`config.mk`:
```
export PLATFORM = sky130hd
export DESIGN_NAME = rail_sleep_seq
export DESIGN_NICKNAME = d
export VERILOG_FILES = /design/src/rtl/rail_seq_pkg.sv /design/src/rtl/seq_fsm.sv /design/src/rtl/rail_decode.sv /design/src/rtl/pg_gate.sv /design/src/rtl/rail_sleep_seq.sv
export SDC_FILE = /design/constraint.sdc
export NUM_CORES = 1
export LEC_CHECK = 0
export BUFFER_PORTS_ARGS = -buffer_cell sky130_fd_sc_hd__buf_2
export CAP_MARGIN = 20
export CORE_UTILIZATION = 43
export DETAILED_ROUTE_END_ITERATION = 8
export GPL_TIMING_DRIVEN = 0
export PLACE_DENSITY = 0.73
export SYNTH_ARGS = -nofsm -noshare
export SYNTH_HDL_FRONTEND = slang
export SYNTH_HIERARCHICAL = 1
export SYNTH_SLANG_ARGS = --single-unit
```
`constraint.sdc`:
```
create_clock -name clk -period 1.9 [get_ports clk]
set_input_delay 0.19 -clock clk [delete_from_list [all_inputs] [get_ports clk]]
set_output_delay 0.19 -clock clk [all_outputs]
set_load 0.01 [all_outputs]
```
`src/rtl/rail_seq_pkg.sv`:
```
// Package: shared state encoding and rail indices for the rail sequencer.
// Assumes the stage states are declared in cascade order, because the
// enable decoder compares state codes by magnitude.
package rail_seq_pkg;

    localparam int RAIL_CNT = 5;

    localparam int RAIL_CORE  = 0;
    localparam int RAIL_GFX_U = 1;
    localparam int RAIL_GFX_L = 2;
    localparam int RAIL_CTERM = 3;
    localparam int RAIL_MTERM = 4;

    typedef enum logic [3:0] {
        ST_OFF      = 4'd0,
        ST_WAIT_POR = 4'd1,
        ST_HOLD     = 4'd2,
        ST_STAGE1   = 4'd3,
        ST_STAGE2   = 4'd4,
        ST_STAGE3   = 4'd5,
        ST_STAGE4   = 4'd6,
        ST_RUN      = 4'd7,
        ST_SUSPEND  = 4'd8,
        ST_FAULT    = 4'd9
    } seq_state_e;

endpackage

```
`src/rtl/seq_fsm.sv`:
```
// Module: seq_fsm
// Main sequencing state machine. It steps through POR wait, the hold of
// HOLD_TICKS soft-start ticks and the cascade stages, and it also handles
// suspend, soft-off and latched fault. It remembers whether the core rail
// is on, so that rail survives suspend.
// Assumes ok_eff is already masked by the rail enables.
module seq_fsm
    import rail_seq_pkg::*;
#(
    parameter int HOLD_TICKS = 3
) (
    input  logic                clk,
    input  logic                rst_n,
    input  logic                susp_req_n,
    input  logic                off_req_n,
    input  logic                main_pg,
    input  logic                ss_tick,
    input  logic                fault_kill,
    input  logic [RAIL_CNT-1:0] ok_eff,
    output seq_state_e          state,
    output logic                core_keep
);

    localparam int CNT_W = (HOLD_TICKS < 2) ? 1 : $clog2(HOLD_TICKS);
    localparam logic [CNT_W-1:0] CNT_LAST = CNT_W'(HOLD_TICKS - 1);

    seq_state_e       state_q, state_d;
    logic [CNT_W-1:0] cnt_q, cnt_d;
    logic             keep_q, keep_d;

    // Next-state selection. Priority is fault, then soft-off, then suspend,
    // then normal stepping.
    always_comb begin
        state_d = state_q;
        if (fault_kill) begin
            state_d = ST_FAULT;
        end else if (state_q == ST_FAULT) begin
            if (!off_req_n) state_d = ST_OFF;
        end else if (!off_req_n) begin
            state_d = ST_OFF;
        end else if (!susp_req_n) begin
            if (state_q != ST_OFF) state_d = ST_SUSPEND;
        end else begin
            unique case (state_q)
                ST_OFF, ST_SUSPEND: state_d = ST_WAIT_POR;
                ST_WAIT_POR: if (main_pg) state_d = ST_HOLD;
                ST_HOLD:     if (ss_tick && cnt_q == CNT_LAST) state_d = ST_STAGE1;
                ST_STAGE1:   if (ok_eff[RAIL_CORE] && ok_eff[RAIL_GFX_U]) state_d = ST_STAGE2;
                ST_STAGE2:   if (ok_eff[RAIL_GFX_L]) state_d = ST_STAGE3;
                ST_STAGE3:   if (ok_eff[RAIL_CTERM]) state_d = ST_STAGE4;
                ST_STAGE4:   if (ss_tick) state_d = ST_RUN;
                default:     state_d = state_q;
            endcase
        end
    end

    // Hold counter: counts ticks only while in the hold state.
    always_comb begin
        cnt_d = '0;
        if (state_q == ST_HOLD && state_d == ST_HOLD && ss_tick) cnt_d = cnt_q + 1'b1;
        else if (state_q == ST_HOLD && state_d == ST_HOLD)       cnt_d = cnt_q;
    end

    // Core-rail memory: set on entering stage 1, cleared on off or fault.
    always_comb begin
        keep_d = keep_q;
        if (state_d == ST_OFF || state_d == ST_FAULT) keep_d = 1'b0;
        else if (state_d == ST_STAGE1)                keep_d = 1'b1;
    end

    // State registers with synchronous active-low reset.
    always_ff @(posedge clk) begin
        if (!rst_n) begin
            state_q <= ST_OFF;
            cnt_q   <= '0;
            keep_q  <= 1'b0;
        end else begin
            state_q <= state_d;
            cnt_q   <= cnt_d;
            keep_q  <= keep_d;
        end
    end

    assign state     = state_q;
    assign core_keep = keep_q;

endmodule

```
`src/rtl/rail_decode.sv`:
```
// Module: rail_decode
// Turns the sequencer state into rail enables, the termination reference
// short and the power-good arm flag. Assumes the stage states are numbered
// in cascade order, from ST_STAGE1 up to ST_RUN.
module rail_decode
    import rail_seq_pkg::*;
(
    input  seq_state_e          state,
    input  logic                core_keep,
    output logic [RAIL_CNT-1:0] rail_en,
    output logic                term_ref_short,
    output logic                pg_armed
);

    logic in_cascade;

    // Cascade window: any stage from stage 1 through run.
    always_comb in_cascade = (state >= ST_STAGE1) && (state <= ST_RUN);

    // Core rail: on through the cascade and wherever the memory keeps it.
    always_comb rail_en[RAIL_CORE] = in_cascade || core_keep;

    // Rails 1..4: rail i turns on from stage i until run.
    for (genvar gi = 1; gi < RAIL_CNT; gi++) begin : g_rail
        localparam logic [3:0] FIRST = 4'(ST_STAGE1) + 4'(gi - 1);
        always_comb rail_en[gi] = (4'(state) >= FIRST) && in_cascade;
    end

    // Reference short is held while the memory termination rail is off.
    always_comb term_ref_short = !rail_en[RAIL_MTERM];

    // Power-good comparison is enabled only in run.
    always_comb pg_armed = (state == ST_RUN);

endmodule

```
`src/rtl/pg_gate.sv`:
```
// Module: pg_gate
// Output enable for the open-drain power-good pin. The pin is pulled low
// unless the comparison is armed and the processor/graphics termination
// rail is both enabled and in regulation.
module pg_gate
    import rail_seq_pkg::*;
(
    input  logic                pg_armed,
    input  logic [RAIL_CNT-1:0] rail_en,
    input  logic [RAIL_CNT-1:0] rail_ok,
    output logic                pg_pull_low
);

    // Release the pin only when armed and the monitored rail is good.
    always_comb pg_pull_low = !(pg_armed && rail_en[RAIL_CTERM] && rail_ok[RAIL_CTERM]);

endmodule

```
`src/rtl/rail_sleep_seq.sv`:
```
// Module: rail_sleep_seq (top)
// Sleep-state power rail sequencer. It masks the regulation flags with the
// enables, runs the state machine and decodes the rail and pin outputs.
// Assumes ss_tick is a single-cycle pulse and all inputs are synchronous
// to clk.
module rail_sleep_seq
    import rail_seq_pkg::*;
#(
    parameter int HOLD_TICKS = 3
) (
    input  logic                clk,
    input  logic                rst_n,
    input  logic                susp_req_n,
    input  logic                off_req_n,
    input  logic                main_pg,
    input  logic                ss_tick,
    input  logic                fault_kill,
    input  logic [RAIL_CNT-1:0] rail_ok,
    output logic [RAIL_CNT-1:0] rail_en,
    output logic                term_ref_short,
    output logic                pg_pull_low
);

    seq_state_e          state;
    logic                core_keep;
    logic                pg_armed;
    logic [RAIL_CNT-1:0] ok_eff;

    // A rail counts as regulated only while it is enabled.
    always_comb ok_eff = rail_ok & rail_en;

    seq_fsm #(.HOLD_TICKS(HOLD_TICKS)) u_fsm (
        .clk        (clk),
        .rst_n      (rst_n),
        .susp_req_n (susp_req_n),
        .off_req_n  (off_req_n),
        .main_pg    (main_pg),
        .ss_tick    (ss_tick),
        .fault_kill (fault_kill),
        .ok_eff     (ok_eff),
        .state      (state),
        .core_keep  (core_keep)
    );

    rail_decode u_dec (
        .state          (state),
        .core_keep      (core_keep),
        .rail_en        (rail_en),
        .term_ref_short (term_ref_short),
        .pg_armed       (pg_armed)
    );

    pg_gate u_pg (
        .pg_armed    (pg_armed),
        .rail_en     (rail_en),
        .rail_ok     (rail_ok),
        .pg_pull_low (pg_pull_low)
    );

endmodule

```
-- Yosys cells after proc, flatten, opt, wreduce, memory -nomap -nowiden
Index checks and enable logic that the tools add are counted.
- input port bits: 12
- logic and storage cells: 60
- bits in registers: 7
- output and inout bits: 7
- mux-type cells: 15
- add/subtract/negate cells: 1
- order comparisons: 5
- bitwise gates (word level): 2
- reductions and logical operators: 20
- equality and inequality tests: 14
- operators with widths (operator ; number):
    2-to-1 mux 4 bit ; 12
    one-hot mux 4 bit (7 select lines) ; 1
    == test 4 x 2 -> 1 bit, second input constant ; 4
    == test 4 x 3 -> 1 bit, second input constant ; 4
    == test 4 bit, second input constant ; 3
    >= comparator 4 x 3 -> 1 bit, second input constant ; 3
    logical AND 1 bit ; 11
    logical NOT 4 bit ; 2
    AND 4 bit ; 1
    == test 4 x 1 -> 1 bit, second input constant ; 1
    >= comparator 4 x 2 -> 1 bit, second input constant ; 1
    less-or-equal comparator 4 x 3 -> 1 bit, second input constant ; 1
    2-to-1 mux 2 bit ; 2
    nonzero test 4 bit ; 1
    OR reduction 2 bit ; 2
    adder 2 x 1 -> 2 bit, second input constant ; 1
    == test 2 bit, second input constant ; 1
    logical NOT 1 bit ; 2
    logical OR 1 bit ; 2
    inequality test 2 bit, second input constant ; 1
    inverter 1 bit ; 1

-- Logic depth before layout (Yosys ltp)
- depth in word-level cells: 15
- depth in mapped cells: 8
- depth with buffers taken out: 8

-- By module
The synthesis kept the hierarchy.
- by module, submodules not included (module ; cells an instance ; instances ; seq. area each (um^2) ; area each (um^2)):
    seq_fsm ; 56 ; 1 ; 140.1 ; 504.2
    rail_decode ; 8 ; 1 ; 0.0 ; 55.1
    rail_sleep_seq ; 5 ; 1 ; 0.0 ; 31.3
    pg_gate ; 1 ; 1 ; 0.0 ; 5.0

-- Worst setup path before layout
No wires, ideal clock.
- path kind: register -> register
- start point: reg u_fsm.state_q[1] (netlist: u_fsm/state[1])
- end point: reg u_fsm.cnt_q[1]
- clock period less this slack: 2.002 ns
- path buffers: 1
- data required time: 1.800 ns
- data arrival time: 1.903 ns
- slack: -0.102 ns
- setup time: 0.100 ns
- stages on the path, launching flop included: 6
- cells stage by stage: dfxtp_1 > buf_2 > nor4bb_1 > or4b_4 > or4b_4 > a2111oi_4
- word-level cells in the longest chain between the ends: 15
- elaborated cells between the ends (all ways): 40
- those cells by class: order compare: 4; eq/ne: 10; mux: 14; bitwise: 1; reduce/logical: 11
- ends and longest elaborated chain (element ; RTL line ; RTL):
    start, declared ; seq_fsm.sv:27 ; seq_state_e state_q, state_d;
    start signal, assigned ; seq_fsm.sv:78 ; state_q <= state_d;
    >= comparator 4 x 2 -> 1 bit or less-or-equal comparator 4 x 3 -> 1 bit (tied branches) ; rail_decode.sv:18, rail_decode.sv:26 ;
    logical AND 1 bit ; rail_decode.sv:18 ; always_comb in_cascade = (state >= ST_STAGE1) && (state <= ST_RUN);
    logical OR 1 bit or logical AND 1 bit (tied branches) ; rail_decode.sv:21, rail_decode.sv:26 ;
    AND 4 bit ; rail_sleep_seq.sv:30 ; always_comb ok_eff = rail_ok & rail_en;
    logical AND 1 bit ; seq_fsm.sv:48 ; ST_STAGE1: if (ok_eff[RAIL_CORE] && ok_eff[RAIL_GFX_U]) state_d = ST_STAGE2;
    2-to-1 mux 4 bit ; seq_fsm.sv:48 ;
    one-hot mux 4 bit (7 select lines) ; seq_fsm.sv:44 ; unique case (state_q)
    2-to-1 mux 4 bit ; seq_fsm.sv:41 ; end else if (!susp_req_n) begin
    2-to-1 mux 4 bit ; seq_fsm.sv:39 ; end else if (!off_req_n) begin
    2-to-1 mux 4 bit ; seq_fsm.sv:37 ; end else if (state_q == ST_FAULT) begin
    2-to-1 mux 4 bit ; seq_fsm.sv:35 ; if (fault_kill) begin
    == test 4 x 2 -> 1 bit ; seq_fsm.sv:60, seq_fsm.sv:61 ;
    logical AND 1 bit (*) ; seq_fsm.sv:60, seq_fsm.sv:61 ;
    logical AND 1 bit ; seq_fsm.sv:60 ; if (state_q == ST_HOLD && state_d == ST_HOLD && ss_tick) cnt_d = cnt_q + 1'b1;
    inequality test 2 bit (no line) or 2-to-1 mux 2 bit (tied branches) ; -- ;
    end signal, assigned ; seq_fsm.sv:79 ; cnt_q <= cnt_d;
    end, declared ; seq_fsm.sv:28 ; logic [CNT_W-1:0] cnt_q, cnt_d;
Mark *: on every way between the ends. The rest lies on a longest branch, timed or not.
A chain may end at the register's enable or synchronous reset.

-- Final worst setup path
- start point: reg u_fsm.state_q[2] (netlist: u_fsm/state[2])
- end point: reg u_fsm.cnt_q[1]
- elaborated cells between the ends (all ways): 40
- those cells by class: order compare: 4; eq/ne: 10; mux: 14; bitwise: 1; reduce/logical: 11
- RTL lines (element ; RTL line ; RTL):
    >= comparator 4 x 2 -> 1 bit or less-or-equal comparator 4 x 3 -> 1 bit (tied branches) ; rail_decode.sv:18 ;
    logical AND 1 bit ; rail_decode.sv:18 ;
    logical AND 1 bit (*) ; rail_decode.sv:26 ; always_comb rail_en[gi] = (4'(state) >= FIRST) && in_cascade;
    AND 4 bit (*) ; rail_sleep_seq.sv:30 ;
    via ok_eff[3] ; rail_sleep_seq.sv:27 ; logic [RAIL_CNT-1:0] ok_eff;
    2-to-1 mux 4 bit (*) ; seq_fsm.sv:50 ; ST_STAGE3: if (ok_eff[RAIL_CTERM]) state_d = ST_STAGE4;
    one-hot mux 4 bit (7 select lines) (*) ; seq_fsm.sv:44 ;
    2-to-1 mux 4 bit (*) ; seq_fsm.sv:41 ;
    2-to-1 mux 4 bit (*) ; seq_fsm.sv:39 ;
    2-to-1 mux 4 bit (*) ; seq_fsm.sv:37 ;
    2-to-1 mux 4 bit (*) ; seq_fsm.sv:35 ;
    == test 4 x 2 -> 1 bit (*) ; seq_fsm.sv:60, seq_fsm.sv:61 ;
    logical AND 1 bit (*) ; seq_fsm.sv:60, seq_fsm.sv:61 ;
    logical AND 1 bit ; seq_fsm.sv:60 ;
    inequality test 2 bit (no line) or 2-to-1 mux 2 bit (tied branches) ; -- ;
The timed path passes the listed nets; every way through them passes the cells marked *.

==> flow_summary.json <==
{
  "drt-vias-per-instance": 5.514,
  "areaGrowthSynthToFinish_pct": 46.07,
  "crit_type": "flop to flop",
  "layout_common_cells": "buf_2 (17), buf_4 (7), nor2_1 (5), dfxtp_4 (4)",
  "drv_slew": 0,
  "tritoncts": "built",
  "status": "finished, violations left",
  "die_height_um": 39.02,
  "final_nets": 111,
  "min_path_type": "input pin to flop",
  "vias": 612,
  "maxSlewHeadroom": 0.7034,
  "crit_path_max_incr_delay_ps": 370,
  "wirelength_mm": 1.452,
  "drtIter0Drc": 11,
  "crit_family": "compound AO/OA/AOI/OAI gates",
  "crit_slowest_cell": "dfxtp_4",
  "dieArea_um2": 1523,
  "drt_first_pass_iters": 4,
  "max_freq_mhz": 514.6,
  "grt_max_degree": 11,
  "ff_latch_area_um2": 155.1,
  "crit_required_ps": 2050,
  "cp.arrival_ps": 2090,
  "wire_per_inst_um": 13.08,
  "io_buffers": 17,
  "gp_congestion": 0.8084,
  "coreArea_um2": 1186,
  "max_cap_violations": 0,
  "worst_pin_slew_ps": 439.3,
  "fin_crit_sh": 1.023,
  "antenna_found_initial": 0,
  "hpwlAfterDp_mm": 1.012,
  "synth.net_count": 82,
  "mostFrequentLayoutCell": "buf_2",
  "clkLatencyLatePin_ps": 250,
  "grt_setup_unrepaired": "yes",
  "fillers": 106,
  "crit_chain": "nor2b_4, o21a_1, and2_4, nor3b_1, o211a_1, nor4_4, o21ai_2, a2111oi_4",
  "cts_buffers": 3,
  "crit_path_start_kind": "flop",
  "clk_path_buf_depth": 2,
  "finalHoldViolations": 0,
  "setup_slack_ps": -43.43,
  "path_buf_inv": 0,
  "worst-path-max-fanout": 5,
  "gr-usage-all-layers": 0.2241,
  "setup_violations": 2,
  "netlist_instances": 69,
  "start_util": 0.4968,
  "skew_ps": 6.204,
  "die_w_um": 39.02,
  "multi_input_area_um2": 474.2,
  "synth_area_um2": 589.3,
  "pre_cts_ws_ps": -201.2,
  "hold_slack_ps": 186.8,
  "p_leak_nw": 0.3720,
  "globalRouteOverflowTotal": 0,
  "diodes": 0,
  "grt_pass1_wl_mm": 2.366,
  "period_needed_ps": 1943,
  "antenna_left": 0,
  "violations": "setup timing",
  "ios": 19,
  "vdd_ir_drop_max_uv": 345.2,
  "root_buffer": "clkbuf_4",
  "postCtsHoldBufs": 0,
  "yosys_warnings": 6,
  "cts_sinks": 7,
  "rows": 12,
  "crit_path_end_kind": "flop",
  "avgSynthCellArea_um2": 8.541,
  "power_density_nw_per_um2": 424.7,
  "clk_pin_slew_ps": 60,
  "htreeDepth": 1,
  "grt_pass1_vias": 575,
  "layout-drive-gt1-share": 0.5361,
  "drc": 0
}
## metrics by stage
step | TNS (ps) | total power, W | cell area, um^2 | instances | utilization
final | -46.04 | 0.0003656 | 860.8 | 111 | 0.7257
after global routing | -231.8 | 0.0003804 | 860.8 | 111 | 0.7257
after CTS | -34.50 | 0.0003680 | 823.3 | 109 | 0.6941
after floorplan | -96.89 | 0.0001977 | 621.8 | 69 | -
after detailed placement | -560.0 | 0.0002209 | 724.4 | 100 | 0.6108
after global placement | -471.2 | 0.0002198 | 724.4 | 100 | 0.6108
## worst reg2reg max path, cell delays in order, from the launching register on
cell	delay [ps]
dfxtp_4	370
nor2b_4	150
o21a_1	150
and2_4	150
nor3b_1	40
o211a_1	230
nor4_4	290
o21ai_2	140
a2111oi_4	320
## state kept, by name (all words and copies together), names as in the netlist
| register | count |
|---|---|
| u_fsm/cnt_q | 2 |
| u_fsm/core_keep | 1 |
| u_fsm/state | 4 |
## cell type report
type	instances	share of cell area
multi-input cells	55	0.5509
well taps	14	0.02035
clock buffers	4	0.03052
repair buffers	24	0.1599
plain buffers	4	0.04506
inverters	3	0.01308
flip-flops and latches	7	0.1802
## final timing paths
path                                 startpoint              end  slack [ps]  cells past startpoint
worst min register to register  u_fsm/core_keep  u_fsm/core_keep         510                      1
worst max-delay path             u_fsm/state[2]   u_fsm/cnt_q[1]         -40                      8
worst max register to register   u_fsm/state[2]   u_fsm/cnt_q[1]         -40                      8
worst min-delay path                      rst_n   u_fsm/state[0]         190                      2
## report_power, final
| group | leakage (nW) | total, W | switching (W) | internal [W] |
|---|---|---|---|---|
| sequential | 0.0597 | 0.000152 | 0.00000538 | 0.000147 |
| combinational | 0.297 | 0.0000784 | 0.0000375 | 0.0000409 |
| clock | 0.0150 | 0.000135 | 0.0000547 | 0.0000802 |
## repair_timing
| action | CTS | global route |
|---|---|---|
| setup buffers | 5 | 2 |
| setup endpoints to repair | 4 | 4 |
| hold endpoints to repair | 0 | 0 |
| gates resized for setup | 9 | 9 |
| pin swaps | 4 | 2 |
## routing by layer
metal	wire, um	track usage
met1	686	0.2862
met2	724	0.3750
met3	40	0.02312
met4	0	0.09483
met5	0	0
Power figures use the tool's default switching activity.
